<file path="src/rtl/xbus_pkg.sv">
package xbus_pkg;

  typedef enum logic [2:0] {
    S_IDLE = 3'd0,
    S_TI   = 3'd1,
    S_T1   = 3'd2,
    S_TW   = 3'd3,
    S_TP   = 3'd4,
    S_T2   = 3'd5,
    S_TB   = 3'd6
  } xbus_st_e;

  // states in which the address strobe is driven
  function automatic logic st_active(input xbus_st_e s);
    return (s == S_T1) || (s == S_TW) || (s == S_TP) || (s == S_T2) || (s == S_TB);
  endfunction

  // states that finish one transfer
  function automatic logic st_done(input xbus_st_e s);
    return (s == S_T2) || (s == S_TB);
  endfunction

endpackage

</file>
<file path="src/rtl/xbus_wait_ctr.sv">
module xbus_wait_ctr #(
  parameter int WCW = 2
) (
  input  logic           clk,
  input  logic           rst,
  input  logic           load,
  input  logic [WCW-1:0] load_val,
  input  logic           dec,
  output logic           last_o
);
  localparam logic [WCW-1:0] ONE = WCW'(1);

  logic [WCW-1:0] cnt_q;

  always_ff @(posedge clk) begin
    if (rst)       cnt_q <= '0;
    else if (load) cnt_q <= load_val;
    else if (dec)  cnt_q <= cnt_q - ONE;
  end

  assign last_o = (cnt_q == ONE);

  AST_WAIT_DEC_NONZERO: assert property (@(posedge clk) disable iff (rst)
    dec |-> (cnt_q != '0));

endmodule

</file>
<file path="src/rtl/xbus_burst_ctr.sv">
module xbus_burst_ctr #(
  parameter int AW = 24,
  parameter int IW = 3
) (
  input  logic          clk,
  input  logic          rst,
  input  logic          load,
  input  logic [AW-1:0] base_i,
  input  logic          long_i,
  input  logic          step,
  output logic [AW-1:0] addr_o,
  output logic          last_o
);
  localparam logic [IW-1:0] LONG_MASK  = '1;
  localparam logic [IW-1:0] SHORT_MASK = LONG_MASK >> 1;

  logic [AW-1:0] base_q;
  logic [IW-1:0] idx_q;
  logic          long_q;
  logic [IW-1:0] mask;
  logic [IW-1:0] sum;

  always_ff @(posedge clk) begin
    if (rst) begin
      base_q <= '0;
      idx_q  <= '0;
      long_q <= 1'b0;
    end else if (load) begin
      base_q <= base_i;
      idx_q  <= '0;
      long_q <= long_i;
    end else if (step) begin
      idx_q  <= idx_q + IW'(1);
    end
  end

  always_comb begin
    mask   = long_q ? LONG_MASK : SHORT_MASK;
    sum    = base_q[IW-1:0] + idx_q;
    addr_o = {base_q[AW-1:IW], (base_q[IW-1:0] & ~mask) | (sum & mask)};
    last_o = (idx_q == mask);
  end

  AST_BURST_UPPER_HELD: assert property (@(posedge clk) disable iff (rst)
    (step && !load) |=> (addr_o[AW-1:IW] == $past(addr_o[AW-1:IW])));

endmodule

</file>
<file path="src/rtl/xbus_turn.sv">
module xbus_turn (
  input  logic clk,
  input  logic rst,
  input  logic rd_done,
  input  logic wr_done,
  input  logic int_cyc,
  output logic prev_rd_o
);
  always_ff @(posedge clk) begin
    if (rst)          prev_rd_o <= 1'b0;
    else if (int_cyc) prev_rd_o <= 1'b0;
    else if (rd_done) prev_rd_o <= 1'b1;
    else if (wr_done) prev_rd_o <= 1'b0;
  end

  AST_INT_FORGETS_READ: assert property (@(posedge clk) disable iff (rst)
    int_cyc |=> !prev_rd_o);
  AST_WRITE_FORGETS_READ: assert property (@(posedge clk) disable iff (rst)
    (wr_done && !rd_done && !int_cyc) |=> !prev_rd_o);

endmodule

</file>
<file path="src/rtl/xbus_seq.sv">
module xbus_seq #(
  parameter int AW       = 24,
  parameter int WCW      = 2,
  parameter int BIW      = 3,
  parameter int NARROW_W = 16
) (
  input  logic          clk,
  input  logic          rst,
  input  logic          req_valid,
  input  logic          req_write,
  input  logic          req_burst,
  input  logic [AW-1:0] req_addr,
  input  logic          int_cycle,
  input  logic [WCW-1:0] cfg_wait_states,
  input  logic          cfg_pin_wait,
  input  logic          cfg_idle_en,
  input  logic          cfg_burst8,
  input  logic          cfg_wide,
  input  logic          ext_wait,
  output logic          busy_o,
  output logic [AW-1:0] bus_addr_o,
  output logic          as_o,
  output logic          rd_o,
  output logic          wr_o,
  output logic          dout_oe_o,
  output logic          ready_o
);
  import xbus_pkg::*;

  localparam logic [AW-1:0] NARROW_MASK = {{(AW-NARROW_W){1'b0}}, {NARROW_W{1'b1}}};

  xbus_st_e       st_q, st_n, decide;
  logic           accept;
  logic           wr_q, wr_n, bst_q, pin_q, wide_q;
  logic [WCW-1:0] wcnt_q;
  logic           w_last, b_last, prev_rd;
  logic [AW-1:0]  burst_addr;
  logic           done;

  assign accept = (st_q == S_IDLE) && req_valid;
  assign done   = st_done(st_q);

  // captured request attributes
  always_ff @(posedge clk) begin
    if (rst) begin
      wr_q   <= 1'b0;
      bst_q  <= 1'b0;
      pin_q  <= 1'b0;
      wide_q <= 1'b0;
      wcnt_q <= '0;
    end else if (accept) begin
      wr_q   <= req_write;
      bst_q  <= req_burst && !req_write;
      pin_q  <= cfg_pin_wait;
      wide_q <= cfg_wide;
      wcnt_q <= cfg_wait_states;
    end
  end

  xbus_wait_ctr #(.WCW(WCW)) u_wait (
    .clk      (clk),
    .rst      (rst),
    .load     (st_q == S_T1),
    .load_val (wcnt_q),
    .dec      (st_q == S_TW),
    .last_o   (w_last)
  );

  xbus_burst_ctr #(.AW(AW), .IW(BIW)) u_burst (
    .clk    (clk),
    .rst    (rst),
    .load   (accept),
    .base_i (req_addr),
    .long_i (cfg_burst8),
    .step   (done),
    .addr_o (burst_addr),
    .last_o (b_last)
  );

  xbus_turn u_turn (
    .clk       (clk),
    .rst       (rst),
    .rd_done   (done && !wr_q),
    .wr_done   (done && wr_q),
    .int_cyc   (int_cycle),
    .prev_rd_o (prev_rd)
  );

  // end of programmed waits: hold on the pin or finish
  assign decide = (pin_q && ext_wait) ? S_TP : S_T2;

  always_comb begin
    st_n = st_q;
    unique case (st_q)
      S_IDLE: if (accept) st_n = (req_write && prev_rd && cfg_idle_en) ? S_TI : S_T1;
      S_TI:   st_n = S_T1;
      S_T1:   st_n = (wcnt_q == '0) ? decide : S_TW;
      S_TW:   st_n = w_last ? decide : S_TW;
      S_TP:   st_n = ext_wait ? S_TP : S_T2;
      S_T2:   st_n = (bst_q && !b_last) ? S_TB : S_IDLE;
      S_TB:   st_n = b_last ? S_IDLE : S_TB;
      default: st_n = S_IDLE;
    endcase
  end

  assign wr_n = accept ? req_write : wr_q;

  always_ff @(posedge clk) begin
    if (rst) begin
      st_q      <= S_IDLE;
      busy_o    <= 1'b0;
      as_o      <= 1'b0;
      rd_o      <= 1'b0;
      wr_o      <= 1'b0;
      dout_oe_o <= 1'b0;
      ready_o   <= 1'b0;
    end else begin
      st_q      <= st_n;
      busy_o    <= (st_n != S_IDLE);
      as_o      <= st_active(st_n);
      rd_o      <= st_active(st_n) && !wr_n;
      wr_o      <= st_active(st_n) && wr_n;
      dout_oe_o <= st_active(st_n) && wr_n;
      ready_o   <= st_done(st_n);
    end
  end

  assign bus_addr_o = wide_q ? burst_addr : (burst_addr & NARROW_MASK);

  AST_DEAD_STATE_QUIET: assert property (@(posedge clk) disable iff (rst)
    (st_q == S_TI) |-> (!dout_oe_o && !as_o && !wr_o));
  AST_DEAD_THEN_WRITE: assert property (@(posedge clk) disable iff (rst)
    (st_q == S_TI) |=> ((st_q == S_T1) && wr_o));
  AST_BURST_NO_STALL: assert property (@(posedge clk) disable iff (rst)
    (st_q == S_TB) |=> ((st_q == S_TB) || (st_q == S_IDLE)));
  AST_OE_ONLY_WRITE: assert property (@(posedge clk) disable iff (rst)
    dout_oe_o |-> (wr_o && !rd_o));
  AST_READY_WITH_STROBE: assert property (@(posedge clk) disable iff (rst)
    ready_o |-> as_o);
  AST_SINGLE_READY: assert property (@(posedge clk) disable iff (rst)
    (ready_o && !bst_q) |=> !ready_o);
  AST_ACCEPT_BUSY: assert property (@(posedge clk) disable iff (rst)
    accept |=> busy_o);

endmodule

</file>
<file path="config.mk">
export PLATFORM = sky130hd
export DESIGN_NAME = xbus_seq
export DESIGN_NICKNAME = d
export VERILOG_FILES = /design/src/rtl/xbus_pkg.sv /design/src/rtl/xbus_wait_ctr.sv /design/src/rtl/xbus_burst_ctr.sv /design/src/rtl/xbus_turn.sv /design/src/rtl/xbus_seq.sv
export SDC_FILE = /design/constraint.sdc
export NUM_CORES = 1
export LEC_CHECK = 0
export BUFFER_PORTS_ARGS = -buffer_cell sky130_fd_sc_hd__buf_4
export CAP_MARGIN = 20
export CORE_MARGIN = 1
export CORE_UTILIZATION = 54
export CTS_CLUSTER_DIAMETER = 150
export DETAILED_ROUTE_END_ITERATION = 6
export PLACE_DENSITY = 0.84
export RECOVER_POWER = 100
export SLEW_MARGIN = 0
export SYNTH_ARGS = -nofsm -noshare
export SYNTH_HDL_FRONTEND = slang
export SYNTH_SLANG_ARGS = --single-unit
export TNS_END_PERCENT = 20
</file>
<file path="constraint.sdc">
create_clock -name clk -period 3.9 [get_ports clk]
set_input_delay 0.195 -clock clk [delete_from_list [all_inputs] [get_ports clk]]
set_output_delay 0.195 -clock clk [all_outputs]
set_load 0.1 [all_outputs]
</file>
==> flow_summary.ini <==
[power]
p_leak_uw = 0.000973
ir_drop_v = 0.000370
powerDensity_nw_per_um2 = 807

[placement]
port-buffer-count = 66
dpl.hpwl_um = 2740
gp_congestion = 0.834
dpl_cell_area_um2 = 2420

[sta]
period_needed_ps = 2680
slew-limit-headroom_pct = -8.79
finalSetupTns_ps = 0
finalCritPeriodShare_pct = 68.7
rsz0062_at_grt = false
drv_slew = 12
hold_violations = 0
worst_pin_slew_ps = 1610
worst_hold_slack_ps = 59.2
fmax_ghz = 0.373
finClkSkew_ps = 5.66
setup_viol = 0

[floorplanning]
die_h_um = 63.8
rows = 22
die_w_um = 63.8
io_pins = 67
core_um2 = 3660
dieArea_um2 = 4070
floorplan.initialDensity_pct = 56.4

[route]
via_per_inst = 4.97
ant_nets = 0
routed_wirelength_um = 3920
drt_first_pass_iters = 4
first_iter_violations = 81
drcViolationCount = 0
wire_per_inst_um = 11.5
vias = 1691

[setup_path]
startpoint_type = flip-flop
cp-end-kind = primary output
critPathMaxFanout = 3
path_class = flip-flop to primary output
worst_ep_arrival_time_ps = 2480
worstPathRequired_ps = 3700

[yosys]
synth-xor-area-share_pct = 2.12
synth_warnings = 0
synth.most_common_cell = nand2_1
synth-compound-area-share_pct = 15.6
synth.distinct_cells = 39
ys_seq_elements = 45
synth_area_leaders = dfxtp_1, nand2_1, a21oi_1, buf_4, and2_1
synthAdderAreaFrac_pct = 2.79
synth_top_family_by_area = simple AND/OR/NAND/NOR gates
ys.flop_type = dfxtp_1
syn_inst = 250
syn_avg_cell_area_um2 = 8.25
muxShareOfSynthArea_pct = 0.970
yosys.area_share.simple_pct = 23.0
yosysTopAreaCellShare_pct = 43.7
synth_edf_count = 0
ys_seq_area_share_pct = 43.7
syn_area_um2 = 2060
mappedNetlistNets = 291
synth_top_cell_by_area = dfxtp_1
synthTopCellsByCount = nand2_1, dfxtp_1, a21oi_1, buf_4
synth-async-reset-ratio_pct = 0

[cells_and_area]
final_cell_area_um2 = 2400
drive_gt1_share_pct = 16.8
final.fill_count = 351
antenna_cells = 0
nets = 332
areaGrowthSynthToFinish_pct = 16.1

[clock_network]
cts_tree = done
cts_buffers = 5
htree_levels = 2
clock_tree.buffer_depth = 2
path_clk_slew_ps = 80
postCtsSetupRepairBufs = 0
cts_root_buffer = clkbuf_8
clkSinkCount = 45
insertion_delay_ps = 290
cts_resized = 0
cts_hold_buf = 0

[outcome]
violations = capacitance limit, slew limit
status = complete, but fails checks

[grt]
gr-usage-all-layers_pct = 20.2
antenna_found_initial = 0
globalRouteOverflowTotal = 0
grt_pass1_vias = 1514
grt_pass1_wl_um = 6470
grt_max_degree = 42

[flow_run]
maxCapViolations = 1

[min_path]
hold_class = primary input to flip-flop
## worst paths after layout
path	to	startpoint	cells past startpoint	slack, ps
worst max-delay path	bus_addr_o[2]	u_burst.idx_q[0]	7	1220
worst min-delay path	u_turn.prev_rd_o	int_cycle	2	60
worst max register to register	wcnt_q[1]	st_q[0]	4	1280
worst min register to register	u_burst.base_q[18]	u_burst.base_q[18]	2	450
## per-stage QoR
stage | std cells | setup WS (ps) | power, µW | util, %
final | 340 | 1220 | 1930 | 65.4
after global routing | 340 | 891 | 2040 | 65.4
after CTS | 340 | 1530 | 2020 | 69.3
after detailed placement | 332 | 1550 | 1670 | 66.1
after global placement | 332 | 1590 | 1660 | 66.1
after floorplan | 250 | 2180 | 1550 | -
## report_power, final
group / leakage [µW] / switching, µW / internal [µW]
combinational: 0.000546 / 732 / 189
sequential: 0.000369 / 86.7 / 571
clock: 0.0000585 / 148 / 209
## routing by layer
| metal | global-route usage [%] | part of all wire [%] | vias up |
|---|---|---|---|
| met5 | 0 | 0 | - |
| met1 | 23.9 | 44 | 761 |
| met3 | 4.82 | 3.6 | 6 |
| li1 | - | - | 887 |
| met2 | 36.2 | 51 | 37 |
| met4 | 5.11 | 1.0 | 0 |
## cell type report
type / count / area (µm²) / share of cell area (%)
well taps: 48 / 60.1 / 2.51
flip-flops and latches: 45 / 901 / 37.6
clock inverters: 1 / 30.0 / 1.25
clock buffers: 7 / 86.3 / 3.60
inverters: 10 / 37.5 / 1.57
repair buffers: 67 / 390 / 16.3
multi-input cells: 162 / 891 / 37.2
## cell usage in the layout (no fill, tap or decap), drive strengths merged, types with 2 or more instances in the layout
cell type,netlist,layout
o21ai,2,2
ha,3,3
nor2,6,6
nand2,62,62
o211ai,2,2
xnor2,2,2
mux2i,2,2
a21oi,35,35
inv,10,10
o32ai,3,3
nor2b,3,3
buf,25,37
a31oi,2,2
clkbuf,8,37
nand2b,4,4
a211oi,3,3
nor3,7,7
and2,10,10
dfxtp,45,45
xor2,3,3
## critical path, cell delays in order, from the launching register on
cell and delay (ps):
dfxtp_1 380, ha_1 160, inv_1 40, fa_1 370, xnor2_1 140, nand2_1 80, xnor2_1 130, clkbuf_1 890
## logic make-up (layout without fill, tap and decap cells)
group,after synthesis,in the layout
compound gates,51,51
xor+xnor,5,5
fa+ha+maj,4,4
buf+inv,43,85
flops,45,45
mux,2,2
simple gates,100,100
## registers in the layout, indices dropped and copies added, names as in the netlist
register          flops
as_o                  1
bst_q                 1
busy_o                1
dout_oe_o             1
pin_q                 1
rd_o                  1
ready_o               1
st_q                  3
u_burst.base_q       24
u_burst.idx_q         3
u_burst.long_q        1
u_turn.prev_rd_o      1
u_wait.cnt_q          2
wcnt_q                2
wide_q                1
wr_q                  1
Note: power is estimated with default switching activity, not from simulation.
